$ cat src/rtl/usb_rx_ep_pkg.sv
package usb_rx_ep_pkg;

    typedef enum logic [1:0] {
        TOK_NONE  = 2'd0,
        TOK_OUT   = 2'd1,
        TOK_SETUP = 2'd2,
        TOK_OTHER = 2'd3
    } tok_kind_e;

    typedef enum logic [1:0] {
        HS_ACK   = 2'd0,
        HS_NAK   = 2'd1,
        HS_STALL = 2'd2,
        HS_NONE  = 2'd3
    } hs_code_e;

    typedef enum logic [1:0] {
        EP_IDLE  = 2'd0,
        EP_STORE = 2'd1,
        EP_DROP  = 2'd2
    } ep_state_e;

    typedef struct packed {
        logic [1:0] lim;
        logic       ign_setup;
        logic       rx_en;
    } cmd_t;

    localparam int CMD_EN_BIT    = 0;
    localparam int CMD_IGN_BIT   = 2;
    localparam int CMD_FLUSH_BIT = 3;
    localparam int CMD_LIM_LSB   = 5;

    function automatic logic [4:0] warn_thr(input logic [1:0] code);
        case (code)
            2'b01:   return 5'd4;
            2'b10:   return 5'd8;
            2'b11:   return 5'd16;
            default: return 5'd0;
        endcase
    endfunction

endpackage

$ cat src/rtl/rx_byte_fifo.sv
module rx_byte_fifo #(
    parameter int DEPTH = 64,
    parameter int DW    = 8,
    localparam int AW   = $clog2(DEPTH),
    localparam int PW   = AW + 1
) (
    input  logic          clk,
    input  logic          rst,
    input  logic          flush,
    input  logic          wr_en,
    input  logic [DW-1:0] wr_data,
    input  logic          commit,
    input  logic          rollback,
    input  logic          rd_en,
    output logic [DW-1:0] rd_data,
    output logic [PW-1:0] level,
    output logic [PW-1:0] free,
    output logic          full
);
    // DEPTH must be a power of two: pointers wrap on their low AW bits.
    logic [PW-1:0] wp, cwp, rp;
    logic [PW-1:0] fill;
    logic [DW-1:0] mem [DEPTH];
    logic          do_write;

    assign fill     = wp - rp;
    assign level    = cwp - rp;
    assign free     = PW'(DEPTH) - fill;
    assign full     = (fill == PW'(DEPTH));
    assign do_write = wr_en && !full && !rollback && !flush;
    assign rd_data  = mem[rp[AW-1:0]];

    always_ff @(posedge clk) begin
        if (rst || flush) begin
            wp  <= '0;
            cwp <= '0;
            rp  <= '0;
        end else begin
            if (rollback)
                wp <= cwp;
            else if (do_write)
                wp <= wp + 1'b1;
            if (commit)
                cwp <= wp;
            if (rd_en && level != '0)
                rp <= rp + 1'b1;
        end
    end

    always_ff @(posedge clk) begin
        if (do_write)
            mem[wp[AW-1:0]] <= wr_data;
    end

    // a flush leaves nothing behind
    a_r11_flush_empties: assert property (@(posedge clk) disable iff (rst)
        flush |=> (level == '0 && free == PW'(DEPTH)));

    // the buffer never holds more than its depth
    a_r10_no_overrun: assert property (@(posedge clk) disable iff (rst)
        fill <= PW'(DEPTH));

endmodule

$ cat src/rtl/rx_warn_gen.sv
module rx_warn_gen #(
    parameter int PW = 7
) (
    input  logic [1:0]    lim,
    input  logic [PW-1:0] free,
    output logic          warn
);
    logic [PW-1:0] thr;

    assign thr  = PW'(usb_rx_ep_pkg::warn_thr(lim));
    assign warn = (lim != 2'b00) && (free <= thr);

endmodule

$ cat src/rtl/rx_ep_ctrl.sv
module rx_ep_ctrl
    import usb_rx_ep_pkg::*;
(
    input  logic       clk,
    input  logic       rst,
    input  logic       tok_valid,
    input  logic [1:0] tok_kind,
    input  logic       byte_valid,
    input  logic       eop_valid,
    input  logic       eop_crc_ok,
    input  logic       rx_en,
    input  logic       ign_setup,
    input  logic       stall_req,
    input  logic       flush_req,
    input  logic       fifo_full,
    output logic       fifo_wr,
    output logic       fifo_commit,
    output logic       fifo_rollback,
    output logic       fifo_flush,
    output logic       rxen_clr,
    output logic       hs_valid,
    output logic [1:0] hs_code
);
    ep_state_e state;
    hs_code_e  drop_code;
    logic      pkt_setup;
    logic      ovf;
    logic      setup_seen;
    logic      flush_pend;
    logic      in_idle;
    logic      store_eop;
    logic      store_good;

    assign in_idle    = (state == EP_IDLE);
    assign fifo_flush = flush_pend && in_idle;
    assign fifo_wr    = (state == EP_STORE) && byte_valid && !eop_valid && !ovf;
    assign store_eop  = (state == EP_STORE) && eop_valid;
    assign store_good = eop_crc_ok && !ovf;
    assign fifo_commit   = store_eop && store_good;
    assign fifo_rollback = store_eop && !store_good;
    assign rxen_clr = (store_eop && store_good && !pkt_setup) ||
                      ((state == EP_DROP) && eop_valid && eop_crc_ok &&
                       drop_code == HS_STALL);

    always_ff @(posedge clk) begin
        if (rst) begin
            state      <= EP_IDLE;
            drop_code  <= HS_NONE;
            pkt_setup  <= 1'b0;
            ovf        <= 1'b0;
            setup_seen <= 1'b0;
            flush_pend <= 1'b0;
            hs_valid   <= 1'b0;
            hs_code    <= HS_NONE;
        end else begin
            hs_valid   <= 1'b0;
            flush_pend <= (flush_pend && !fifo_flush) || flush_req;
            case (state)
                EP_IDLE: begin
                    if (tok_valid) begin
                        ovf <= 1'b0;
                        case (tok_kind)
                            TOK_SETUP: begin
                                if (!ign_setup) begin
                                    if (setup_seen) begin
                                        state     <= EP_DROP;
                                        drop_code <= HS_ACK;
                                    end else begin
                                        state     <= EP_STORE;
                                        pkt_setup <= 1'b1;
                                    end
                                end
                            end
                            TOK_OUT: begin
                                setup_seen <= 1'b0;
                                pkt_setup  <= 1'b0;
                                if (stall_req) begin
                                    state     <= EP_DROP;
                                    drop_code <= HS_STALL;
                                end else if (!rx_en) begin
                                    state     <= EP_DROP;
                                    drop_code <= HS_NAK;
                                end else begin
                                    state <= EP_STORE;
                                end
                            end
                            default: setup_seen <= 1'b0;
                        endcase
                    end
                end
                EP_STORE: begin
                    if (eop_valid) begin
                        state <= EP_IDLE;
                        if (store_good) begin
                            hs_valid <= 1'b1;
                            hs_code  <= HS_ACK;
                            if (pkt_setup)
                                setup_seen <= 1'b1;
                        end else if (eop_crc_ok && !pkt_setup) begin
                            hs_valid <= 1'b1;
                            hs_code  <= HS_NAK;
                        end
                    end else if (byte_valid && fifo_full) begin
                        ovf <= 1'b1;
                    end
                end
                EP_DROP: begin
                    if (eop_valid) begin
                        state <= EP_IDLE;
                        if (eop_crc_ok) begin
                            hs_valid <= 1'b1;
                            hs_code  <= drop_code;
                        end
                    end
                end
                default: state <= EP_IDLE;
            endcase
        end
    end

    // a handshake is a single-cycle pulse
    a_r4_hs_pulse: assert property (@(posedge clk) disable iff (rst)
        hs_valid |=> !hs_valid);

    // a rolled-back packet is never acknowledged
    a_r9_no_ack_on_rollback: assert property (@(posedge clk) disable iff (rst)
        fifo_rollback |=> !(hs_valid && hs_code == HS_ACK));

endmodule

$ cat src/rtl/usb_rx_endpoint.sv
module usb_rx_endpoint
    import usb_rx_ep_pkg::*;
#(
    parameter int  DEPTH = 64,
    localparam int LW    = $clog2(DEPTH) + 1
) (
    input  logic          clk,
    input  logic          rst,
    input  logic          cmd_wr,
    input  logic [7:0]    cmd_wdata,
    output logic [7:0]    cmd_rdata,
    input  logic          data_rd,
    output logic [7:0]    data_rdata,
    output logic [LW-1:0] rx_level,
    output logic          rx_warn,
    input  logic          stall_req,
    input  logic          tok_valid,
    input  logic [1:0]    tok_kind,
    input  logic          byte_valid,
    input  logic [7:0]    byte_data,
    input  logic          eop_valid,
    input  logic          eop_crc_ok,
    output logic          hs_valid,
    output logic [1:0]    hs_code
);
    cmd_t          cmd;
    logic          flush_req;
    logic          rxen_clr;
    logic          fifo_wr, fifo_commit, fifo_rollback, fifo_flush, fifo_full;
    logic [LW-1:0] fifo_free;
    logic          unused_wdata_bits;

    assign flush_req         = cmd_wr && cmd_wdata[CMD_FLUSH_BIT];
    assign unused_wdata_bits = ^{cmd_wdata[7], cmd_wdata[4], cmd_wdata[1]};

    always_ff @(posedge clk) begin
        if (rst) begin
            cmd <= '0;
        end else if (cmd_wr) begin
            cmd.rx_en     <= cmd_wdata[CMD_EN_BIT];
            cmd.ign_setup <= cmd_wdata[CMD_IGN_BIT];
            cmd.lim       <= cmd_wdata[CMD_LIM_LSB +: 2];
        end else if (rxen_clr) begin
            cmd.rx_en <= 1'b0;
        end
    end

    always_comb begin
        cmd_rdata                    = '0;
        cmd_rdata[CMD_EN_BIT]        = cmd.rx_en;
        cmd_rdata[CMD_IGN_BIT]       = cmd.ign_setup;
        cmd_rdata[CMD_LIM_LSB +: 2]  = cmd.lim;
    end

    rx_ep_ctrl u_ctrl (
        .clk           (clk),
        .rst           (rst),
        .tok_valid     (tok_valid),
        .tok_kind      (tok_kind),
        .byte_valid    (byte_valid),
        .eop_valid     (eop_valid),
        .eop_crc_ok    (eop_crc_ok),
        .rx_en         (cmd.rx_en),
        .ign_setup     (cmd.ign_setup),
        .stall_req     (stall_req),
        .flush_req     (flush_req),
        .fifo_full     (fifo_full),
        .fifo_wr       (fifo_wr),
        .fifo_commit   (fifo_commit),
        .fifo_rollback (fifo_rollback),
        .fifo_flush    (fifo_flush),
        .rxen_clr      (rxen_clr),
        .hs_valid      (hs_valid),
        .hs_code       (hs_code)
    );

    rx_byte_fifo #(.DEPTH(DEPTH), .DW(8)) u_fifo (
        .clk      (clk),
        .rst      (rst),
        .flush    (fifo_flush),
        .wr_en    (fifo_wr),
        .wr_data  (byte_data),
        .commit   (fifo_commit),
        .rollback (fifo_rollback),
        .rd_en    (data_rd),
        .rd_data  (data_rdata),
        .level    (rx_level),
        .free     (fifo_free),
        .full     (fifo_full)
    );

    rx_warn_gen #(.PW(LW)) u_warn (
        .lim  (cmd.lim),
        .free (fifo_free),
        .warn (rx_warn)
    );

    // the register is clear on leaving reset
    a_r1_reset_clear: assert property (@(posedge clk) disable iff (rst)
        $past(rst) |-> (cmd_rdata == 8'h00));

    // an automatic clear of receive enable takes effect unless a write wins
    a_r4_rxen_clears: assert property (@(posedge clk) disable iff (rst)
        (rxen_clr && !cmd_wr) |=> !cmd_rdata[CMD_EN_BIT]);

    // limit code 00 silences the warning
    a_r12_warn_disabled: assert property (@(posedge clk) disable iff (rst)
        (cmd.lim == 2'b00) |-> !rx_warn);

endmodule

$ cat config.mk
export PLATFORM = sky130hd
export DESIGN_NAME = usb_rx_endpoint
export DESIGN_NICKNAME = d
export VERILOG_FILES = /design/src/rtl/usb_rx_ep_pkg.sv /design/src/rtl/rx_byte_fifo.sv /design/src/rtl/rx_warn_gen.sv /design/src/rtl/rx_ep_ctrl.sv /design/src/rtl/usb_rx_endpoint.sv
export SDC_FILE = /design/constraint.sdc
export NUM_CORES = 1
export LEC_CHECK = 0
export BUFFER_PORTS_ARGS = -buffer_cell sky130_fd_sc_hd__buf_4
export CAP_MARGIN = 20
export CORE_ASPECT_RATIO = 1.4
export CORE_UTILIZATION = 25
export DETAILED_ROUTE_END_ITERATION = 8
export GPL_TIMING_DRIVEN = 0
export HOLD_SLACK_MARGIN = 0.12
export SLEW_MARGIN = 20
export SYNTH_ARGS = -nofsm -noshare
export SYNTH_HDL_FRONTEND = slang
export SYNTH_SLANG_ARGS = --single-unit
$ cat constraint.sdc
create_clock -name clk -period 5.7 [get_ports clk]
set_input_delay 1.71 -clock clk [delete_from_list [all_inputs] [get_ports clk]]
set_output_delay 1.71 -clock clk [all_outputs]
set_load 0.05 [all_outputs]
==> flow_metrics.env, run 1 <==
export IMPL_grt_overflow=0
export IMPL_synth_warnings=0
export IMPL_path_clk_slew_ns=0.06
export IMPL_clk_latency_ns=0.57
export IMPL_start_util_pct=25.20
export IMPL_finalPower_uw=10010
export IMPL_ff2ff_path_depth=10
export IMPL_max_cap_violations=0
export IMPL_fin_crit_ns=5.602
export IMPL_multi_input_area_um2=6040
export IMPL_design_core_area_um2=89620
export IMPL_wl_per_cell_um=21.39
export IMPL_nets=1327
export IMPL_area_growth_pct=15.66
export IMPL_r2r_start="u_fifo.wp[0]$_SDFFE_PP0P_"
export IMPL_synthFlopType="edfxtp_1"
export IMPL_regArea_um2=16220
export IMPL_io_buffers=45
export IMPL_avgSynthCellArea_um2=19.24
export IMPL_drtIter0Drc=1002
export IMPL_synth_edf_count=512
export IMPL_worst_setup_path_end_kind="output port"
export IMPL_cellPowerDensity_nw_per_um2=383.3
export IMPL_cp_arrival_ns=3.89
export IMPL_start_kind="flop"
export IMPL_drc=0
export IMPL_layout_commonest_cell="edfxtp_1"
export IMPL_use_met3_pct=1.506
export IMPL_dp_final_hpwl_um=36350
export IMPL_vias=11230
export IMPL_path_class="flop to output port"
export IMPL_min_path_cells=2
export IMPL_ys_ff_latch=554
export IMPL_grt_busiest_layer="met2"
export IMPL_antenna_diode_count=0
export IMPL_vdd_ir_drop_worst_mv=0.2198
export IMPL_syn_area_um2=22580
export IMPL_antenna_found_initial=1
export IMPL_drv_slew=0
export IMPL_holdWs_ns=0.4832
export IMPL_cts_buffers=51
export IMPL_cts_tree="yes"
export IMPL_status="completed"
export IMPL_postSynthCellCount=1174
export IMPL_dp_cells=2410
export IMPL_seq_area_frac_synth_pct=71.80
export IMPL_fp_row_count=130
export IMPL_tightest_slew_ns=1.115
export IMPL_clock_sinks=554
export IMPL_worstHoldPathType="flop to flop"
export IMPL_fillers=8688
export IMPL_die_area_um2=91550
export IMPL_die_width_um=256.0
export IMPL_met1_usage_pct=12.44
export IMPL_p_leak_uw=0.007820
export IMPL_grt_start_max_net_pins=65
export IMPL_async_flop_share_pct=0
export IMPL_layout_common_cells="edfxtp_1, mux4_2, nor2_1"
export IMPL_ioPinCount=54
export IMPL_first_pass_iters=5
export IMPL_wl_um=53530
export IMPL_ctsHtreeMaxLevel=2
export IMPL_max_freq_mhz=178.5
export IMPL_ctsHoldBuffers=0
export IMPL_grt_total_usage_pct=11.62
export IMPL_met2_usage_pct=23.00
export IMPL_fin_skew_ns=0.01533
export IMPL_setup_viol=0
export IMPL_vias_per_cell=4.488
export IMPL_finalCritPeriodShare_pct=98.29
export IMPL_required_ns=3.99
export IMPL_synth_distinct_cells=60
export IMPL_cts_root_buf="clkbuf_16"
export IMPL_grt_pass1_wl_um=78650
export IMPL_drive_above_1_share_pct=25.80
export IMPL_clk_path_buf_depth=3
export IMPL_max_slew_margin_rel_pct=25.46
export IMPL_rsz0062_at_grt="yes"
export IMPL_fp_dieH_um=357.6
export IMPL_hold_viol=0
export IMPL_instances_no_fill=2502
export IMPL_crit_fanout=10
export IMPL_hp_start="u_fifo.cwp[0]$_SDFFE_PP0P_"
export IMPL_grt_pass1_vias=11850
export IMPL_ant_nets=0
export IMPL_gp_congestion=0.8357
[worst max-delay path: stages, from the launching register on]
cell and delay, ns:
dfxtp_1 0.44, clkbuf_1 0.48, buf_1 0.62, mux4_2 0.45
mux4_2 0.55, mux4_2 0.56, buf_4 0.22
[logic make-up after synthesis]
| family | after synthesis | synth area share (%) |
|---|---|---|
| other | 1 | 0.01661 |
| xor gates and xnor gates | 15 | 0.5818 |
| adders and majority gates | 24 | 1.396 |
| buffers and inverters | 83 | 1.684 |
| and+or+nand+nor | 227 | 4.942 |
| DFF | 554 | 71.80 |
| AOI/OAI and AO/OA | 91 | 2.527 |
| muxes | 179 | 17.05 |
[registers in the layout, indices dropped and copies added, names as in the netlist, 2 cells and up, named ones only]
name	flops
u_fifo.rp	7
u_fifo.cwp	7
cmd_rdata	4
u_ctrl.hs_code	2
u_ctrl.drop_code	2
u_fifo.wp	7
u_ctrl.state	2
u_fifo.mem	512
[power breakdown]
group          total [µW]  switching, µW  internal [µW]
combinational        2150           1200            943
sequential           4480           27.6           4460
clock                3380           1440           1940
[per-layer routing]
metal  part of all wire [%]  wire length [µm]  up-vias
li1                       -                 -     4943
met1                     36             19180     5899
met2                     56             30030      304
met3                    4.7              2523       82
met4                    3.3              1783        2
met5                  0.017                 9        -
[metrics by stage]
step           area (µm²)  util [%]  setup slack [ns]  TNS (ns)
3_5_place_dp        24420     27.25            0.3832         0
2_1_floorplan       22590         -            0.5151         0
3_3_place_gp        24420     27.25            0.4424         0
5_1_grt             26120     29.14          -0.03140  -0.03140
4_1_cts             26100     29.12           0.01817         0
6_report            26120     29.14           0.09765         0
[Yosys cell counts (2+ instances only)]
cell	instances	area (µm²)
a211oi_1	4	30.03
a21oi_1	36	180.2
a31oi_1	3	18.77
and2_1	2	12.51
and3_1	3	18.77
buf_1	9	33.78
buf_2	10	50.05
buf_4	13	97.59
clkbuf_1	28	105.1
dfxtp_1	42	840.8
edfxtp_1	512	15370
fa_1	2	40.04
ha_1	22	275.3
inv_1	22	82.58
mux2_2	5	56.30
mux2i_1	10	100.1
mux4_2	164	3694
nand2_1	48	180.2
nand2b_1	5	31.28
nand3_1	18	90.09
nand3b_1	6	45.04
nand4_1	6	37.54
nor2_1	85	319.1
nor2_2	8	50.05
nor2b_1	12	75.07
nor3_1	8	40.04
nor3b_1	3	22.52
nor4b_1	2	17.52
o211ai_1	4	30.03
o21a_1	5	37.54
o21ai_0	25	125.1
or3_1	10	62.56
or4_1	2	15.01
xnor2_1	8	70.07
xor2_1	7	61.31
[cell type report]
cell class | instances | share of cell area, %
multi-input cells | 540 | 23.12
inverters | 22 | 0.3162
well taps | 1188 | 5.691
flip-flops and latches | 554 | 62.10
clock buffers | 68 | 5.331
plain buffers | 61 | 1.193
clock inverters | 23 | 0.9293
repair buffers | 46 | 1.322
[path summary, 6_finish.rpt]
check	to	slack (ns)
worst max-delay path	data_rdata[4]	0.1
worst min-delay path	u_fifo.cwp[0]$_SDFFE_PP0P_	0.48
worst max register to register	u_fifo.mem[22][5]$_DFFE_PP_	1.05
worst min register to register	u_fifo.cwp[0]$_SDFFE_PP0P_	0.48
[what timing repair did]
action,4_1_cts,5_1_grt
buffers inserted,0,1
pin swaps,0,1
endpoints found under the setup margin,9,4
gates resized for setup,10,7
No activity file was read; power rests on OpenSTA's default activity.
==> inputs of run 2 (changes only) <==
Settings changed: ABC_AREA set to 1.
==> run 2 against run 1 <==
  * Clock skew grew 0.020 ns
  * Via count grew 48%
  * Count of clock-buffer cells in the layout grew 3
  * Critical endpoint is now rx_warn
  * The flow now finishes with violations (design-rule violations)
  * Synthesized cell count grew 78%
  * Hold slack lost 0.021 ns
  * Total power shrank 3.6%
  * Final cell count grew 38%
  * Sequential power is essentially flat
  * Critical path type unchanged
  * Sequential cell count is the same
  * Synthesized area grew 3.8%
  * Global-route usage grew 3.8 points
  * Register-to-register slack gained 0.99 ns
==> flow_metrics.env, run 2 <==
export IMPL_status="finished, violations left"
export IMPL_failed_checks="design-rule violations"
export IMPL_drive_above_1_share_pct=8.872
export IMPL_crit_fanout=9
export IMPL_cellPowerDensity_nw_per_um2=356.5
export IMPL_gp_congestion=0.9702
export IMPL_grt_pass1_vias=16180
export IMPL_wl_um=74090
export IMPL_cp_arrival_ns=3.68
export IMPL_rrSetupSlack_ns=2.04
export IMPL_worst_setup_path_end_kind="output port"
export IMPL_start_kind="flop"
export IMPL_netlist_top_cells_area="edfxtp_1, o21ai_0, nand2_1"
export IMPL_first_pass_iters=8
export IMPL_vias=16600
export IMPL_layout_common_cells="edfxtp_1, nand2_1, nor2_1"
export IMPL_synth_top_area_share_pct=65.62
export IMPL_fin_crit_ns=5.389
export IMPL_clk_latency_ns=0.62
export IMPL_postSynthCellCount=2095
export IMPL_postCtsSetupBuffers=0
export IMPL_synthTopCellsByCount="edfxtp_1, nand2_1, nor2_1"
export IMPL_drc=6
export IMPL_grt_start_max_net_pins=65
export IMPL_wl_met2_um=37150
export IMPL_vdd_ir_drop_worst_mv=0.2607
export IMPL_dp_final_hpwl_um=50640
export IMPL_start_util_pct=25.29
export IMPL_fp_dieH_um=364.2
export IMPL_async_flop_share_pct=0
export IMPL_path_clk_slew_ns=0.07
export IMPL_die_area_um2=94970
export IMPL_crit_end="rx_warn"
export IMPL_dp_cells=3350
export IMPL_worst_slack_ns=0.3106
export IMPL_met1_length_um=28270
export IMPL_tightest_slew_ns=1.147
export IMPL_grt_overflow=0
export IMPL_ant_nets=0
export IMPL_synth_warnings=0
export IMPL_rsz0062_at_grt="no"
export IMPL_path_class="flop to output port"
export IMPL_largest_reg_flops=512
export IMPL_synth_edf_count=512
export IMPL_ioPinCount=54
export IMPL_fp_row_count=132
export IMPL_ys_ff_latch=554
export IMPL_vias_per_cell=4.812
export IMPL_regToRegEndpoint="u_fifo.mem[30][2]$_DFFE_PP_"
export IMPL_setup_viol=0
export IMPL_cts_buffers=53
export IMPL_nets=2249
export IMPL_finalPower_uw=9651
export IMPL_r2r_start="u_fifo.wp[0]$_SDFFE_PP0P_"
export IMPL_clk_path_buf_depth=3
export IMPL_max_slew_margin_rel_pct=23.25
export IMPL_layout_commonest_cell="edfxtp_1"
export IMPL_max_freq_mhz=185.5
export IMPL_required_ns=3.99
export IMPL_cts_root_buf="clkbuf_16"
export IMPL_grt_pass1_wl_um=107200
export IMPL_synth_distinct_cells=43
export IMPL_instances_no_fill=3450
export IMPL_ctsHtreeMaxLevel=2
export IMPL_yosysTopAreaCell="edfxtp_1"
export IMPL_syn_area_um2=23430
export IMPL_avgSynthCellArea_um2=11.18
export IMPL_max_cap_violations=0
export IMPL_p_leak_uw=0.009239
export IMPL_design_core_area_um2=92650
export IMPL_clock_sinks=554
export IMPL_wl_met3_um=4602
export IMPL_fin_skew_ns=0.03534
export IMPL_area_growth_pct=15.53
export IMPL_drv_slew=0
export IMPL_hold_viol=0
export IMPL_ff2ff_path_depth=15
export IMPL_synthFlopType="edfxtp_1"
export IMPL_io_buffers=45
export IMPL_seq_area_frac_synth_pct=69.20
export IMPL_finalCritPeriodShare_pct=94.55
export IMPL_antenna_found_initial=0
export IMPL_grt_total_usage_pct=15.45
export IMPL_worstHoldPathType="flop to flop"
export IMPL_crit_start="u_fifo.wp[0]$_SDFFE_PP0P_"
export IMPL_cts_tree="yes"
export IMPL_dpl_worst_slack_ns=0.7979
export IMPL_die_width_um=260.7
export IMPL_top_layer="met4"
export IMPL_wl_per_cell_um=21.47
export IMPL_yosysMostFrequentCell="edfxtp_1"
export IMPL_tns_ns=0
export IMPL_drtIter0Drc=1549
## run 2: changes by cell type after synthesis, moves of 59 or more
cell	previous run	this run
inv_1	22	81
mux4_2	164	0
nand2_1	48	358
nand3_1	18	95
nor2_1	85	344
o21ai_0	25	270
o22ai_1	1	128
## run 2: cells by family after synthesis
kind of cell               count (synthesis)  synth area share [%]
AOI/OAI and AO/OA                        462                 10.70
xor gates and xnor gates                  10                0.3738
and+or+nand+nor                          834                 14.36
adders and majority gates                 24                 1.346
other                                      1               0.01600
buffers and inverters                    210                 4.005
DFF                                      554                 69.20
## run 2: where the power goes
part           internal (µW)  switching [µW]  leakage [µW]
clock network           2050            1540      0.000859
registers               4450            18.9       0.00494
logic                    421            1160       0.00344
total                   6930            2720       0.00924
## run 2: worst min-delay path by stage
stage / start / endpoint / slack [ns] / cells past startpoint
after detailed placement: u_ctrl.flush_pend$_SDFF_PP0_ / u_ctrl.flush_pend$_SDFF_PP0_ / 0.46 / 2
after floorplan: u_ctrl.flush_pend$_SDFF_PP0_ / u_ctrl.flush_pend$_SDFF_PP0_ / 0.44 / 2
final: u_ctrl.flush_pend$_SDFF_PP0_ / u_ctrl.flush_pend$_SDFF_PP0_ / 0.46 / 2
after global routing: u_ctrl.flush_pend$_SDFF_PP0_ / u_ctrl.flush_pend$_SDFF_PP0_ / 0.51 / 2
after global placement: u_ctrl.flush_pend$_SDFF_PP0_ / u_ctrl.flush_pend$_SDFF_PP0_ / 0.45 / 2
after CTS: u_ctrl.flush_pend$_SDFF_PP0_ / u_ctrl.flush_pend$_SDFF_PP0_ / 0.47 / 2
## run 2: layout make-up
class / instances / area, µm²
Clock inverter: 29 / 335.3
Fill cell: 9458 / 65580
Tap cell: 1206 / 1509
Antenna cell: 1 / 2.502
Multi-Input combinational cell: 1334 / 6294
Buffer: 123 / 604.3
Clock buffer: 71 / 1434
Timing Repair Buffer: 46 / 345.3
Inverter: 86 / 330.3
Sequential cell: 554 / 16220
## run 2: critical path, stage by stage, from the launching register on
cell	delay, ns
dfxtp_1	0.48
inv_1	0.17
ha_1	0.21
inv_1	0.10
fa_1	0.43
inv_1	0.08
nand2_1	0.09
nor2_2	0.13
nand3_2	0.13
xnor2_1	0.16
inv_1	0.06
ha_1	0.28
a21oi_1	0.14
o21ai_0	0.09
o21ai_0	0.08
o21ai_0	0.10
a21oi_1	0.14
buf_4	0.22
## run 2: what timing repair did
action / CTS / global route
hold endpoints to repair: 0 / 0
endpoints found under the setup margin: 0 / 1
gates resized for setup: 0 / 0
hold buffers: 0 / 0
## run 2: metal layers
layer / GRT usage, % / up-vias
met5: 0 / -
met4: 8.267 / 0
met3: 2.023 / 137
met2: 27.24 / 696
met1: 18.08 / 8143
li1: - / 7625
## run 2: through the flow
stage	cell area (µm²)	hold WS [ns]	utilization (%)
after global placement	25290	0.4532	27.29
after CTS	27070	0.4689	29.22
after detailed placement	25300	0.4598	27.31
final	27070	0.4624	29.22
after global routing	27070	0.5053	29.21
after floorplan	23440	0.4409	-
==> inputs of run 3 (changes only) <==
Settings changed: GPL_TIMING_DRIVEN 0 to 1, SETUP_SLACK_MARGIN set to 0.3.
==> run 3 against run 2 <==
  * The run still ends with design-rule violations left
  * Clock power is 10% lower
  * Maximum frequency is 5.0% higher
  * Sequential power hardly changed
  * Via count is 7.7% lower
  * Die area stayed put
  * Final area is 2.0% lower
  * Final cell count is 3.2% lower
  * Critical path type unchanged
  * Largest cell class unchanged
  * Largest power group unchanged
==> flow_metrics.env, run 3 (synthesis gave the netlist of run 2 again) <==
export IMPL_hp_start="u_ctrl.flush_pend$_SDFF_PP0_"
export IMPL_crit_fanout=5
export IMPL_area_growth_pct=13.18
export IMPL_dp_final_hpwl_um=34380
export IMPL_drv_slew=0
export IMPL_grt_busiest_layer="met2"
export IMPL_grt_pass1_wl_um=87490
export IMPL_cellPowerDensity_nw_per_um2=341.1
export IMPL_grt_pass1_vias=15010
export IMPL_grt_start_max_net_pins=145
export IMPL_wl_um=57640
export IMPL_drive_above_1_share_pct=7.833
export IMPL_vias=15320
export IMPL_drc=3
export IMPL_nets=2143
export IMPL_holdPathEnd="u_ctrl.flush_pend$_SDFF_PP0_"
export IMPL_rrSetupSlack_ns=2.19
export IMPL_start_util_pct=25.29
export IMPL_use_met3_pct=2.023
export IMPL_grt_total_usage_pct=12.01
export IMPL_max_cap_violations=0
export IMPL_r2r_start="u_fifo.wp[0]$_SDFFE_PP0P_"
export IMPL_max_slew_margin_rel_pct=33.84
export IMPL_grt_overflow=0
export IMPL_failed_checks="design-rule violations"
export IMPL_met1_usage_pct=13.79
export IMPL_tns_ns=0
export IMPL_regToRegEndpoint="u_fifo.mem[28][1]$_DFFE_PP_"
export IMPL_gp_congestion=0.8435
export IMPL_die_width_um=260.7
export IMPL_p_leak_uw=0.008980
export IMPL_ctsHtreeMaxLevel=2
export IMPL_dp_cells=3239
export IMPL_rsz0062_at_grt="no"
export IMPL_cp_cell_sequence="clkinvlp_4 -> ha_1 -> inv_2 -> fa_1 -> inv_1 -> nand2_2 -> nor2_2 -> nand3_4 -> xnor2_2 -> inv_1 -> ha_1 -> a21oi_1 -> o21ai_0 -> o21ai_0 -> o21ai_1 -> a21oi_1 -> buf_4"
export IMPL_layout_common_cells="edfxtp_1, nand2_1, nor2_1"
export IMPL_cts_buffers=51
export IMPL_fin_skew_ns=0.01871
export IMPL_ant_nets=0
export IMPL_worstHoldPathType="flop to flop"
export IMPL_instances_no_fill=3338
export IMPL_critPathTopFamily="adder cells"
export IMPL_clk_latency_ns=0.61
export IMPL_first_pass_iters=7
export IMPL_cp_slowest_cell="fa_1"
export IMPL_met2_usage_pct=21.87
export IMPL_status="finished, violations left"
export IMPL_fp_row_count=132
export IMPL_ioPinCount=54
export IMPL_cp_arrival_ns=3.42
export IMPL_finalCritPeriodShare_pct=90.08
export IMPL_critPathBufInv=5
export IMPL_slowest_delay_ns=0.41
export IMPL_vias_per_cell=4.589
export IMPL_antenna_found_initial=0
export IMPL_setup_viol=0
export IMPL_cts_tree="yes"
export IMPL_largest_reg_flops=512
export IMPL_path_clk_slew_ns=0.06
export IMPL_cts_root_buf="clkbuf_16"
export IMPL_io_buffers=46
export IMPL_design_core_area_um2=92650
export IMPL_clock_sinks=554
export IMPL_fp_dieH_um=364.2
export IMPL_path_class="flop to output port"
export IMPL_ff2ff_path_depth=14
export IMPL_wl_per_cell_um=17.27
export IMPL_fin_crit_ns=5.134
export IMPL_clk_path_buf_depth=3
export IMPL_hold_viol=0
export IMPL_vdd_ir_drop_worst_mv=0.2218
export IMPL_drtIter0Drc=981
export IMPL_layout_commonest_cell="edfxtp_1"
export IMPL_start_kind="flop"
export IMPL_min_path_cells=2
export IMPL_required_ns=3.99
export IMPL_antenna_diode_count=0
export IMPL_tightest_slew_ns=0.9887
export IMPL_die_area_um2=94970
export IMPL_worst_setup_path_end_kind="output port"
export IMPL_max_freq_mhz=194.8
run 3: area by class of cell:
class	instances	area [µm²]
flip-flops and latches	554	16230
clock buffers	69	1414
fillers	9425	66130
clock inverters	24	147.6
repair buffers	65	575.6
well taps	1206	1509
multi-input cells	1334	6306
inverters	86	337.8
run 3: worst min-delay path: cells and delay by family, from the launching register on:
family             cells  cell delay (ns)
DFF                    1             0.31
and+or+nand+nor        1             0.07
AOI/OAI and AO/OA      1             0.05
run 3: power by group:
group	switching (µW)	internal (µW)	total, µW
Sequential	25.0	4450	4480
Combinational	939	396	1340
Clock	1480	1750	3230
Total	2450	6600	9050
run 3: routing by layer:
| metal | vias to the layer above | part of all wire (%) | wire (µm) |
|---|---|---|---|
| met4 | 0 | 3.5 | 1992 |
| li1 | 7404 | - | - |
| met2 | 393 | 52 | 29900 |
| met5 | - | 0 | 0 |
| met1 | 7422 | 39 | 22650 |
| met3 | 99 | 5.4 | 3093 |
run 3: repair_timing:
action	4_1_cts	5_1_grt
setup endpoints to repair	1	1
setup buffers	0	6
resized for setup	1	8
pin swaps	0	1
hold buffers	0	0
run 3: stage by stage:
step	total power [µW]	setup slack [ns]	utilization [%]	hold slack (ns)	instance area, µm²
3_5_place_dp	5899	0.9056	26.86	0.4609	24890
2_1_floorplan	5481	0.6692	-	0.4409	23440
5_1_grt	9411	0.2885	28.62	0.5057	26520
3_3_place_gp	5894	0.8884	26.86	0.4543	24890
4_1_cts	9110	0.3584	28.55	0.4686	26450
6_report	9045	0.5655	28.62	0.4710	26520
run 3: how the worst max path moves through the flow:
stage,startpoint,endpoint,cells past startpoint
floorplan,u_fifo.wp[0]$_SDFFE_PP0P_,rx_warn,17
CTS,u_fifo.wp[0]$_SDFFE_PP0P_,rx_warn,17
global route,u_fifo.wp[0]$_SDFFE_PP0P_,rx_warn,17
detailed placement,u_fifo.wp[0]$_SDFFE_PP0P_,rx_warn,17
global placement,u_fifo.wp[0]$_SDFFE_PP0P_,rx_warn,17
finish,u_fifo.wp[0]$_SDFFE_PP0P_,rx_warn,17
